## src/rtl/sysreg_pkg.sv

```systemverilog
package sysreg_pkg;

  typedef enum logic [3:0] {
    PORT_NONE,
    PORT_SPECIAL,
    PORT_CPU_ID,
    PORT_FEAT,
    PORT_STAT,
    PORT_LIGHT,
    PORT_EQUIP,
    PORT_LOCK1,
    PORT_LOCK2,
    PORT_INVAL,
    PORT_KEYLOCK,
    PORT_SYSCTL,
    PORT_CACHE,
    PORT_MAP
  } port_e;

  localparam logic [15:0] A_SPECIAL = 16'h0092;
  localparam logic [15:0] A_CPU_ID  = 16'h0800;
  localparam logic [15:0] A_FEAT    = 16'h0802;
  localparam logic [15:0] A_STAT    = 16'h0803;
  localparam logic [15:0] A_LIGHT   = 16'h0808;
  localparam logic [15:0] A_EQUIP   = 16'h080C;
  localparam logic [15:0] A_LOCK1   = 16'h0810;
  localparam logic [15:0] A_LOCK2   = 16'h0812;
  localparam logic [15:0] A_INVAL   = 16'h0814;
  localparam logic [15:0] A_KEYLOCK = 16'h0818;
  localparam logic [15:0] A_SYSCTL  = 16'h081C;
  localparam logic [15:0] A_CACHE   = 16'h0823;
  localparam logic [15:0] A_MAP     = 16'h0850;

  localparam logic [7:0] C_SPECIAL = 8'h00;
  localparam logic [7:0] C_CPU_ID  = 8'hEF;
  localparam logic [7:0] C_FEAT    = 8'hAD;
  localparam logic [7:0] C_STAT    = 8'hE0;
  localparam logic [7:0] C_EQUIP   = 8'h3C;
  localparam logic [7:0] C_EXTFEAT = 8'h39;
  localparam logic [7:0] C_KEYLOCK = 8'h00;
  localparam logic [7:0] C_CACHE   = 8'h03;

  localparam int STB_SOFT_RST = 0;
  localparam int STB_LOCK1    = 1;
  localparam int STB_LOCK2    = 2;
  localparam int STB_INVAL    = 3;
  localparam int NUM_STB      = 4;

endpackage

```

## src/rtl/sysreg_decode.sv

```systemverilog
module sysreg_decode
  import sysreg_pkg::*;
#(
  parameter int ADDR_W = 16
) (
  input  logic [ADDR_W-1:0] addr_i,
  output port_e             sel_o
);

  always_comb begin
    case (addr_i)
      ADDR_W'(A_SPECIAL): sel_o = PORT_SPECIAL;
      ADDR_W'(A_CPU_ID):  sel_o = PORT_CPU_ID;
      ADDR_W'(A_FEAT):    sel_o = PORT_FEAT;
      ADDR_W'(A_STAT):    sel_o = PORT_STAT;
      ADDR_W'(A_LIGHT):   sel_o = PORT_LIGHT;
      ADDR_W'(A_EQUIP):   sel_o = PORT_EQUIP;
      ADDR_W'(A_LOCK1):   sel_o = PORT_LOCK1;
      ADDR_W'(A_LOCK2):   sel_o = PORT_LOCK2;
      ADDR_W'(A_INVAL):   sel_o = PORT_INVAL;
      ADDR_W'(A_KEYLOCK): sel_o = PORT_KEYLOCK;
      ADDR_W'(A_SYSCTL):  sel_o = PORT_SYSCTL;
      ADDR_W'(A_CACHE):   sel_o = PORT_CACHE;
      ADDR_W'(A_MAP):     sel_o = PORT_MAP;
      default:            sel_o = PORT_NONE;
    endcase
  end

endmodule

```

## src/rtl/sysreg_ctrl.sv

```systemverilog
module sysreg_ctrl
  import sysreg_pkg::*;
#(
  parameter int DATA_W = 8,
  parameter int CTRL_W = 4
) (
  input  logic              clk_i,
  input  logic              rst_ni,
  input  port_e             sel_i,
  input  logic              wr_en_i,
  input  logic [DATA_W-1:0] wdata_i,
  output logic              little_endian_o,
  output logic              disk_light_o,
  output logic [CTRL_W-1:0] sys_ctrl_o,
  output logic              map_type_o,
  output logic [NUM_STB-1:0] stb_o
);

  logic              le_q, light_q, map_q;
  logic [CTRL_W-1:0] sys_ctrl_q;
  logic [NUM_STB-1:0] stb_req, stb_q;
  logic              unused_wdata;

  assign unused_wdata = ^wdata_i[DATA_W-1:CTRL_W];

  always_ff @(posedge clk_i or negedge rst_ni) begin
    if (!rst_ni) begin
      le_q       <= 1'b0;
      light_q    <= 1'b0;
      sys_ctrl_q <= '0;
      map_q      <= 1'b0;
    end else if (wr_en_i) begin
      case (sel_i)
        PORT_SPECIAL: le_q       <= wdata_i[1];
        PORT_LIGHT:   light_q    <= wdata_i[0];
        PORT_SYSCTL:  sys_ctrl_q <= wdata_i[CTRL_W-1:0];
        PORT_MAP:     map_q      <= wdata_i[0];
        default: ;
      endcase
    end
  end

  // side-effect requests, registered into one-cycle pulses
  always_comb begin
    stb_req = '0;
    if (wr_en_i) begin
      case (sel_i)
        PORT_SPECIAL: stb_req[STB_SOFT_RST] = wdata_i[0];
        PORT_LOCK1:   stb_req[STB_LOCK1]    = 1'b1;
        PORT_LOCK2:   stb_req[STB_LOCK2]    = 1'b1;
        PORT_INVAL:   stb_req[STB_INVAL]    = 1'b1;
        default: ;
      endcase
    end
  end

  for (genvar g = 0; g < NUM_STB; g++) begin : g_stb
    always_ff @(posedge clk_i or negedge rst_ni) begin
      if (!rst_ni) stb_q[g] <= 1'b0;
      else         stb_q[g] <= stb_req[g];
    end
  end

  assign little_endian_o = le_q;
  assign disk_light_o    = light_q;
  assign sys_ctrl_o      = sys_ctrl_q;
  assign map_type_o      = map_q;
  assign stb_o           = stb_q;


  soft_reset_pulse_chk: assert property (@(posedge clk_i) disable iff (!rst_ni)
    (wr_en_i && sel_i == PORT_SPECIAL && wdata_i[0]) |=> stb_o[STB_SOFT_RST]);


  no_spurious_strobe_chk: assert property (@(posedge clk_i) disable iff (!rst_ni)
    !wr_en_i |=> (stb_o == '0));


  sysctl_hold_chk: assert property (@(posedge clk_i) disable iff (!rst_ni)
    !(wr_en_i && sel_i == PORT_SYSCTL) |=> $stable(sys_ctrl_o));


  map_update_chk: assert property (@(posedge clk_i) disable iff (!rst_ni)
    (wr_en_i && sel_i == PORT_MAP) |=> (map_type_o == $past(wdata_i[0])));

endmodule

```

## src/rtl/sysreg_rdmux.sv

```systemverilog
module sysreg_rdmux
  import sysreg_pkg::*;
#(
  parameter int DATA_W = 8,
  parameter int CTRL_W = 4
) (
  input  logic              clk_i,
  input  logic              rst_ni,
  input  port_e             sel_i,
  input  logic              rd_en_i,
  input  logic [CTRL_W-1:0] sys_ctrl_i,
  input  logic              map_type_i,
  output logic [DATA_W-1:0] rdata_o
);

  logic [DATA_W-1:0] rd_next, rdata_q;

  always_comb begin
    case (sel_i)
      PORT_SPECIAL: rd_next = DATA_W'(C_SPECIAL);
      PORT_CPU_ID:  rd_next = DATA_W'(C_CPU_ID);
      PORT_FEAT:    rd_next = DATA_W'(C_FEAT);
      PORT_STAT:    rd_next = DATA_W'(C_STAT);
      PORT_EQUIP:   rd_next = DATA_W'(C_EQUIP);
      PORT_LOCK1:   rd_next = DATA_W'(C_EXTFEAT);
      PORT_KEYLOCK: rd_next = DATA_W'(C_KEYLOCK);
      PORT_CACHE:   rd_next = DATA_W'(C_CACHE);
      PORT_SYSCTL:  rd_next = DATA_W'(sys_ctrl_i);
      PORT_MAP:     rd_next = DATA_W'(map_type_i);
      default:      rd_next = '1;
    endcase
  end

  always_ff @(posedge clk_i or negedge rst_ni) begin
    if (!rst_ni)      rdata_q <= '0;
    else if (rd_en_i) rdata_q <= rd_next;
  end

  assign rdata_o = rdata_q;


  rdata_hold_chk: assert property (@(posedge clk_i) disable iff (!rst_ni)
    !rd_en_i |=> $stable(rdata_o));


  unmapped_read_chk: assert property (@(posedge clk_i) disable iff (!rst_ni)
    (rd_en_i && sel_i == PORT_NONE) |=> (rdata_o == {DATA_W{1'b1}}));

endmodule

```

## src/rtl/sys_ctrl_regs.sv

```systemverilog
module sys_ctrl_regs
  import sysreg_pkg::*;
#(
  parameter int ADDR_W = 16,
  parameter int DATA_W = 8,
  parameter int CTRL_W = 4
) (
  input  logic              clk_i,
  input  logic              rst_ni,
  input  logic [ADDR_W-1:0] addr_i,
  input  logic [DATA_W-1:0] wdata_i,
  input  logic              wr_en_i,
  input  logic              rd_en_i,
  output logic [DATA_W-1:0] rdata_o,
  output logic              little_endian_o,
  output logic              disk_light_o,
  output logic [CTRL_W-1:0] sys_ctrl_o,
  output logic              map_type_o,
  output logic              soft_reset_o,
  output logic              nvram_lock1_tgl_o,
  output logic              nvram_lock2_tgl_o,
  output logic              l2_inval_o
);

  port_e              sel;
  logic [NUM_STB-1:0] stb;

  sysreg_decode #(.ADDR_W(ADDR_W)) u_decode (
    .addr_i (addr_i),
    .sel_o  (sel)
  );

  sysreg_ctrl #(.DATA_W(DATA_W), .CTRL_W(CTRL_W)) u_ctrl (
    .clk_i           (clk_i),
    .rst_ni          (rst_ni),
    .sel_i           (sel),
    .wr_en_i         (wr_en_i),
    .wdata_i         (wdata_i),
    .little_endian_o (little_endian_o),
    .disk_light_o    (disk_light_o),
    .sys_ctrl_o      (sys_ctrl_o),
    .map_type_o      (map_type_o),
    .stb_o           (stb)
  );

  sysreg_rdmux #(.DATA_W(DATA_W), .CTRL_W(CTRL_W)) u_rdmux (
    .clk_i      (clk_i),
    .rst_ni     (rst_ni),
    .sel_i      (sel),
    .rd_en_i    (rd_en_i),
    .sys_ctrl_i (sys_ctrl_o),
    .map_type_i (map_type_o),
    .rdata_o    (rdata_o)
  );

  assign soft_reset_o      = stb[STB_SOFT_RST];
  assign nvram_lock1_tgl_o = stb[STB_LOCK1];
  assign nvram_lock2_tgl_o = stb[STB_LOCK2];
  assign l2_inval_o        = stb[STB_INVAL];


  lock_strobes_excl_chk: assert property (@(posedge clk_i) disable iff (!rst_ni)
    $onehot0({nvram_lock1_tgl_o, nvram_lock2_tgl_o, l2_inval_o, soft_reset_o}));

endmodule

```

## config.mk

```make
export PLATFORM = sky130hd
export DESIGN_NAME = sys_ctrl_regs
export DESIGN_NICKNAME = d
export VERILOG_FILES = /design/src/rtl/sysreg_pkg.sv /design/src/rtl/sysreg_decode.sv /design/src/rtl/sysreg_ctrl.sv /design/src/rtl/sysreg_rdmux.sv /design/src/rtl/sys_ctrl_regs.sv
export SDC_FILE = /design/constraint.sdc
export NUM_CORES = 1
export LEC_CHECK = 0
export ABC_AREA = 1
export CAP_MARGIN = 30
export CORE_UTILIZATION = 49
export DETAILED_ROUTE_END_ITERATION = 8
export PLACE_DENSITY = 0.84
export SLEW_MARGIN = 20
export SYNTH_ARGS = -nofsm -noshare
export SYNTH_HDL_FRONTEND = slang
export SYNTH_HIERARCHICAL = 1
export SYNTH_SLANG_ARGS = --single-unit
export TNS_END_PERCENT = 30
```

## constraint.sdc

```tcl
create_clock -name clk_i -period 1.7 [get_ports clk_i]
set_input_delay 0.17 -clock clk_i [delete_from_list [all_inputs] [get_ports clk_i]]
set_output_delay 0.17 -clock clk_i [all_outputs]
set_load 0.1 [all_outputs]
```

-- Word level (Yosys, flattened, before mapping)
Cells that the tools add are included.
- bits in registers: 19
- latch bits: 0
- RAM bits: 0
- memory bits (read-only): 0
- input bits: 28
- logic and storage cells: 47
- memories kept: 0
- add/sub/neg operators: 0
- multiply operators: 0
- div/mod/pow operators: 0
- $lt $le $gt $ge: 0
- equality and inequality tests: 26
- shift-type cells: 0
- mux-type cells: 7
- bitwise gates (word level): 0
- reductions and logical operators: 5
- operator list (operator ; count):
    equality test 16 x 12 -> 1 bit, second input constant ; 12
    one-hot mux 8 bit (9 select lines) ; 1
    one-hot mux 4 bit (13 select lines) ; 1
    equality test 4 bit, second input constant ; 6
    equality test 16 x 8 -> 1 bit, second input constant ; 1
    equality test 4 x 3 -> 1 bit, second input constant ; 4
    equality test 4 x 2 -> 1 bit, second input constant ; 2
    AND reduction 2 bit ; 4
    equality test 4 x 1 -> 1 bit, second input constant ; 1
    two-way mux 1 bit ; 4
    two-way mux 4 bit ; 1
    OR reduction 2 bit ; 1

-- Logic depth before layout (Yosys ltp)
- depth in word-level cells: 5
- mapped depth: 18
- mapped depth without buffers: 17

-- Cells and area by module
The synthesis kept the hierarchy.
- by module, submodules not included (module ; instances ; cells each ; area an instance (um2)):
    sysreg_rdmux ; 1 ; 92 ; 575.6
    sysreg_ctrl ; 1 ; 58 ; 488.0
    sysreg_decode ; 1 ; 84 ; 375.4

-- Worst setup path after synthesis
Ideal clock, no wire load.
- kind: input-to-reg
- from: in addr_i[15]
- to: reg u_rdmux.rdata_q[1], in the netlist u_rdmux/rdata_o[1]
- library setup time: 0.122 ns
- arrival time: 1.470 ns
- data required time: 1.578 ns
- slack: 0.108 ns
- stages: 15
- path through: nor2_1 > nand2_1 > nor2_4 > nand3_1 > nand2_1 > inv_1 > nand2_1 > buf_4 > inv_2 > nand2_1 > nor2_1 > nor2_1 > nand2_2 > nor2_2 > nor2_2
- word-level cells in the longest chain between the ends: 5
- elaborated cells between the ends (all ways): 26
- RTL lines (what ; line ; RTL):
    start, declared ; sys_ctrl_regs.sv:10 ; input logic [ADDR_W-1:0] addr_i,
    equality test 16 x 12 -> 1 bit or equality test 16 x 8 -> 1 bit (tied branches) ; sysreg_decode.sv:11 ; case (addr_i)
    one-hot mux 4 bit (13 select lines) (*) ; sysreg_decode.sv:11 ;
    named net sel[2] ; sys_ctrl_regs.sv:25 ; port_e sel;
    equality test 4 x 1 -> 1 bit or equality test 4 bit (tied branches) ; sysreg_rdmux.sv:19 ; case (sel_i)
    OR reduction 2 bit (no source line) ; - ;
    one-hot mux 8 bit (9 select lines) (*) ; sysreg_rdmux.sv:19 ;
    end signal, assigned ; sysreg_rdmux.sv:36 ; else if (rd_en_i) rdata_q <= rd_next;
    end, declared ; sysreg_rdmux.sv:16 ; logic [DATA_W-1:0] rd_next, rdata_q;
The timed path passes the listed nets; every way through them passes the cells marked *.
A chain may end at the register's enable or synchronous reset.

-- Worst setup path after layout
- from: in addr_i[8]
- to: reg u_rdmux.rdata_q[1], in the netlist u_rdmux/rdata_o[1]
Same word-level chain as after synthesis.

==> flow_summary.json <==
{
  "max_freq_mhz": 624.2,
  "min_period_ns": 1.602,
  "layout-drive-gt1-share_pct": 30.69,
  "avgSynthCellArea_um2": 6.149,
  "grt_max_degree": 20,
  "finalHoldViolCount": 0,
  "fin_crit_sh_pct": 94.24,
  "place.gp.congestion": 0.8385,
  "startpoint": "addr_i[8]",
  "wl_per_cell_um": 12.36,
  "die-area_um2": 3157,
  "dp_cells": 325,
  "crit_required_ns": 1.90,
  "grt_pass1_wl_um": 6762,
  "worst_path_most_repeated_cell": "nand2_2",
  "synth-seq-area-share_pct": 33.04,
  "hold_ws_ns": 0.1953,
  "dp_hpwl_um": 2835,
  "cts.clk_slew.worst_paths_ns": 0.10,
  "core_area_um2": 2758,
  "setup_ws_ns": 0.09795,
  "grt_use_total_pct": 26.75,
  "detail-route-antenna-nets": 0,
  "drc": 0,
  "worst-slew-pin-transition_ns": 0.4188,
  "area_growth_pct": 53.30,
  "cap_viol_max_count": 0,
  "power.total_uw": 834.6,
  "worstSetupStartpointType": "input port",
  "antenna_cells": 0,
  "ys_ff_latch": 19,
  "cts_buffer_depth": 2,
  "h-tree-depth": 1,
  "cts_buffers": 3,
  "routed_wl_um": 4127,
  "cp_top_family": "simple AND/OR/NAND/NOR gates",
  "r2r_start": "u_ctrl/map_type_o",
  "final_common_cell": "nand2_1",
  "viasPerCell": 5.006,
  "status": "finished clean",
  "ys_types": 19,
  "power.density_nw_per_um2": 378.3,
  "fin_nets": 332,
  "io_pins": 47,
  "stdcell_count": 334,
  "relSlewSlack_pct": 71.99,
  "max-vdd-ir-drop_mv": 0.4816,
  "grt-ovfl-total": 0,
  "utilization_pct": 79.99,
  "setup_violations": 0,
  "worstSetupPathType": "input port to flop",
  "die_w_um": 56.19,
  "critPathMaxFanout": 8,
  "cp-end-kind": "flop",
  "path_cells": "dlygate4sd2_1 > nor2_2 > nand3_2 > nor2_4 > nand3_2 > nand2_2 > inv_2 > nand2_4 > nand2_4 > nand2_2 > nand2_2 > nand2_4 > nand2_2 > nor2_2 > nor2_2",
  "initial_utilization_pct": 52.18,
  "insertion_delay_ns": 0.30,
  "clock_sinks": 19,
  "dp_slack_ns": -0.4876,
  "drt_iter0_drc": 63,
  "drt_pre_antenna_iters": 5,
  "cp_slowest_cell": "dlygate4sd2_1",
  "synth_cells": 234,
  "layout_common_cells": "74 x nand2_1, 37 x nor2_1, 36 x buf_4",
  "synth_area_um2": 1439,
  "clock_skew_ns": 0.001893,
  "num_rows": 19,
  "antenna_found_initial": 0,
  "cp_slowest_stage_delay_ns": 0.24,
  "synth_warnings": 6,
  "die_h_um": 56.19,
  "p_leak_nw": 1.206,
  "maxSlewViolCount": 0,
  "cts-root-buf": "clkbuf_4",
  "cts_tree": "yes",
  "hold_buffers": 0,
  "vias": 1672,
  "worstPathArrival_ns": 1.80,
  "synth_fp_nets": 262,
  "grt_pass1_vias": 1611,
  "io_buffers": 42,
  "critPathBufInv": 2,
  "worstHoldPathType": "input port to asynchronous set/reset pin"
}
report_power, final:
group	total, mW	switching, mW	internal (mW)	leakage [nW]
sequential	0.454	0.000940	0.453	0.215
combinational	0.150	0.0848	0.0653	0.976
clock	0.230	0.139	0.0916	0.0150
stage by stage:
| step | setup TNS (ns) | instance area (um^2) |
|---|---|---|
| finish | 0 | 2206 |
| global route | -0.01229 | 2206 |
| CTS | 0 | 2147 |
| detailed placement | -7.997 | 2053 |
| global placement | -7.179 | 2053 |
| floorplan | 0 | 1439 |
synthesized netlist by cell type:
cell       n  area share [%]
nand2_4    1            0.78
nand2_1   82              21
nor2_4     4             3.1
buf_2      2            0.70
o21bai_1   2             1.0
nand4_1    3             1.3
o21ai_0    1            0.35
nor3_1     3             1.0
or2_2      2            0.87
buf_4      1            0.52
dfrtp_1   19              33
nand3_1   14             4.9
nand3_2    6             4.2
a21oi_1    4             1.4
nor2_2     5             2.2
inv_2      6             1.6
inv_1     33             8.6
nand2_2    6             2.6
nor2_1    40              10
path summary, 6_finish.rpt:
| check | to | slack (ns) | cells past startpoint |
|---|---|---|---|
| max reg2reg | u_rdmux/rdata_o[0] | 0.72 | 6 |
| min in group clk_i | u_ctrl/sys_ctrl_o[2] | 0.41 | 3 |
| max | u_rdmux/rdata_o[1] | 0.1 | 15 |
| min | u_rdmux/rdata_o[6] | 0.20 | 2 |
| min reg2reg | u_rdmux/rdata_o[6] | 0.50 | 2 |
| max in group asynchronous | u_ctrl/map_type_o | 1.30 | 2 |
routing by layer:
layer | share of wire (%) | track usage, % | up-vias | wire length (um)
li1 | - | - | 846 | -
met1 | 43 | 32.39 | 756 | 1783
met2 | 50 | 48.98 | 59 | 2070
met3 | 4.9 | 4.884 | 11 | 202
met4 | 1.7 | 5.923 | 0 | 70
met5 | 0 | 0 | - | 0
layout make-up:
| cell class | count | area [um^2] |
|---|---|---|
| clock buffer | 4 | 26.28 |
| fill | 190 | 551.8 |
| inverter | 39 | 151.4 |
| multi-input combinational | 173 | 859.6 |
| sequential | 19 | 475.5 |
| tap | 31 | 38.79 |
| timing repair buffer | 68 | 654.4 |
state kept, by name, indices dropped and copies added, names as in the netlist:
register,cells
u_ctrl/map_type_o,1
u_ctrl/little_endian_o,1
u_ctrl/disk_light_o,1
u_rdmux/rdata_o,8
u_ctrl/stb_o,4
u_ctrl/sys_ctrl_o,4
logic make-up (layout without fill, tap and decap cells):
| logic type | after synthesis | in the layout | synth area share (%) |
|---|---|---|---|
| flops | 19 | 19 | 33.04 |
| compound gates | 7 | 7 | 2.782 |
| buf+inv | 42 | 111 | 11.39 |
| simple gates | 166 | 166 | 52.78 |
what timing repair did:
item	CTS	global route
cloned	0	0
pin swaps	18	17
setup buffers	3	2
endpoints found under the setup margin	19	19
gates resized for setup	24	21
(Power assumes the default switching activity.)
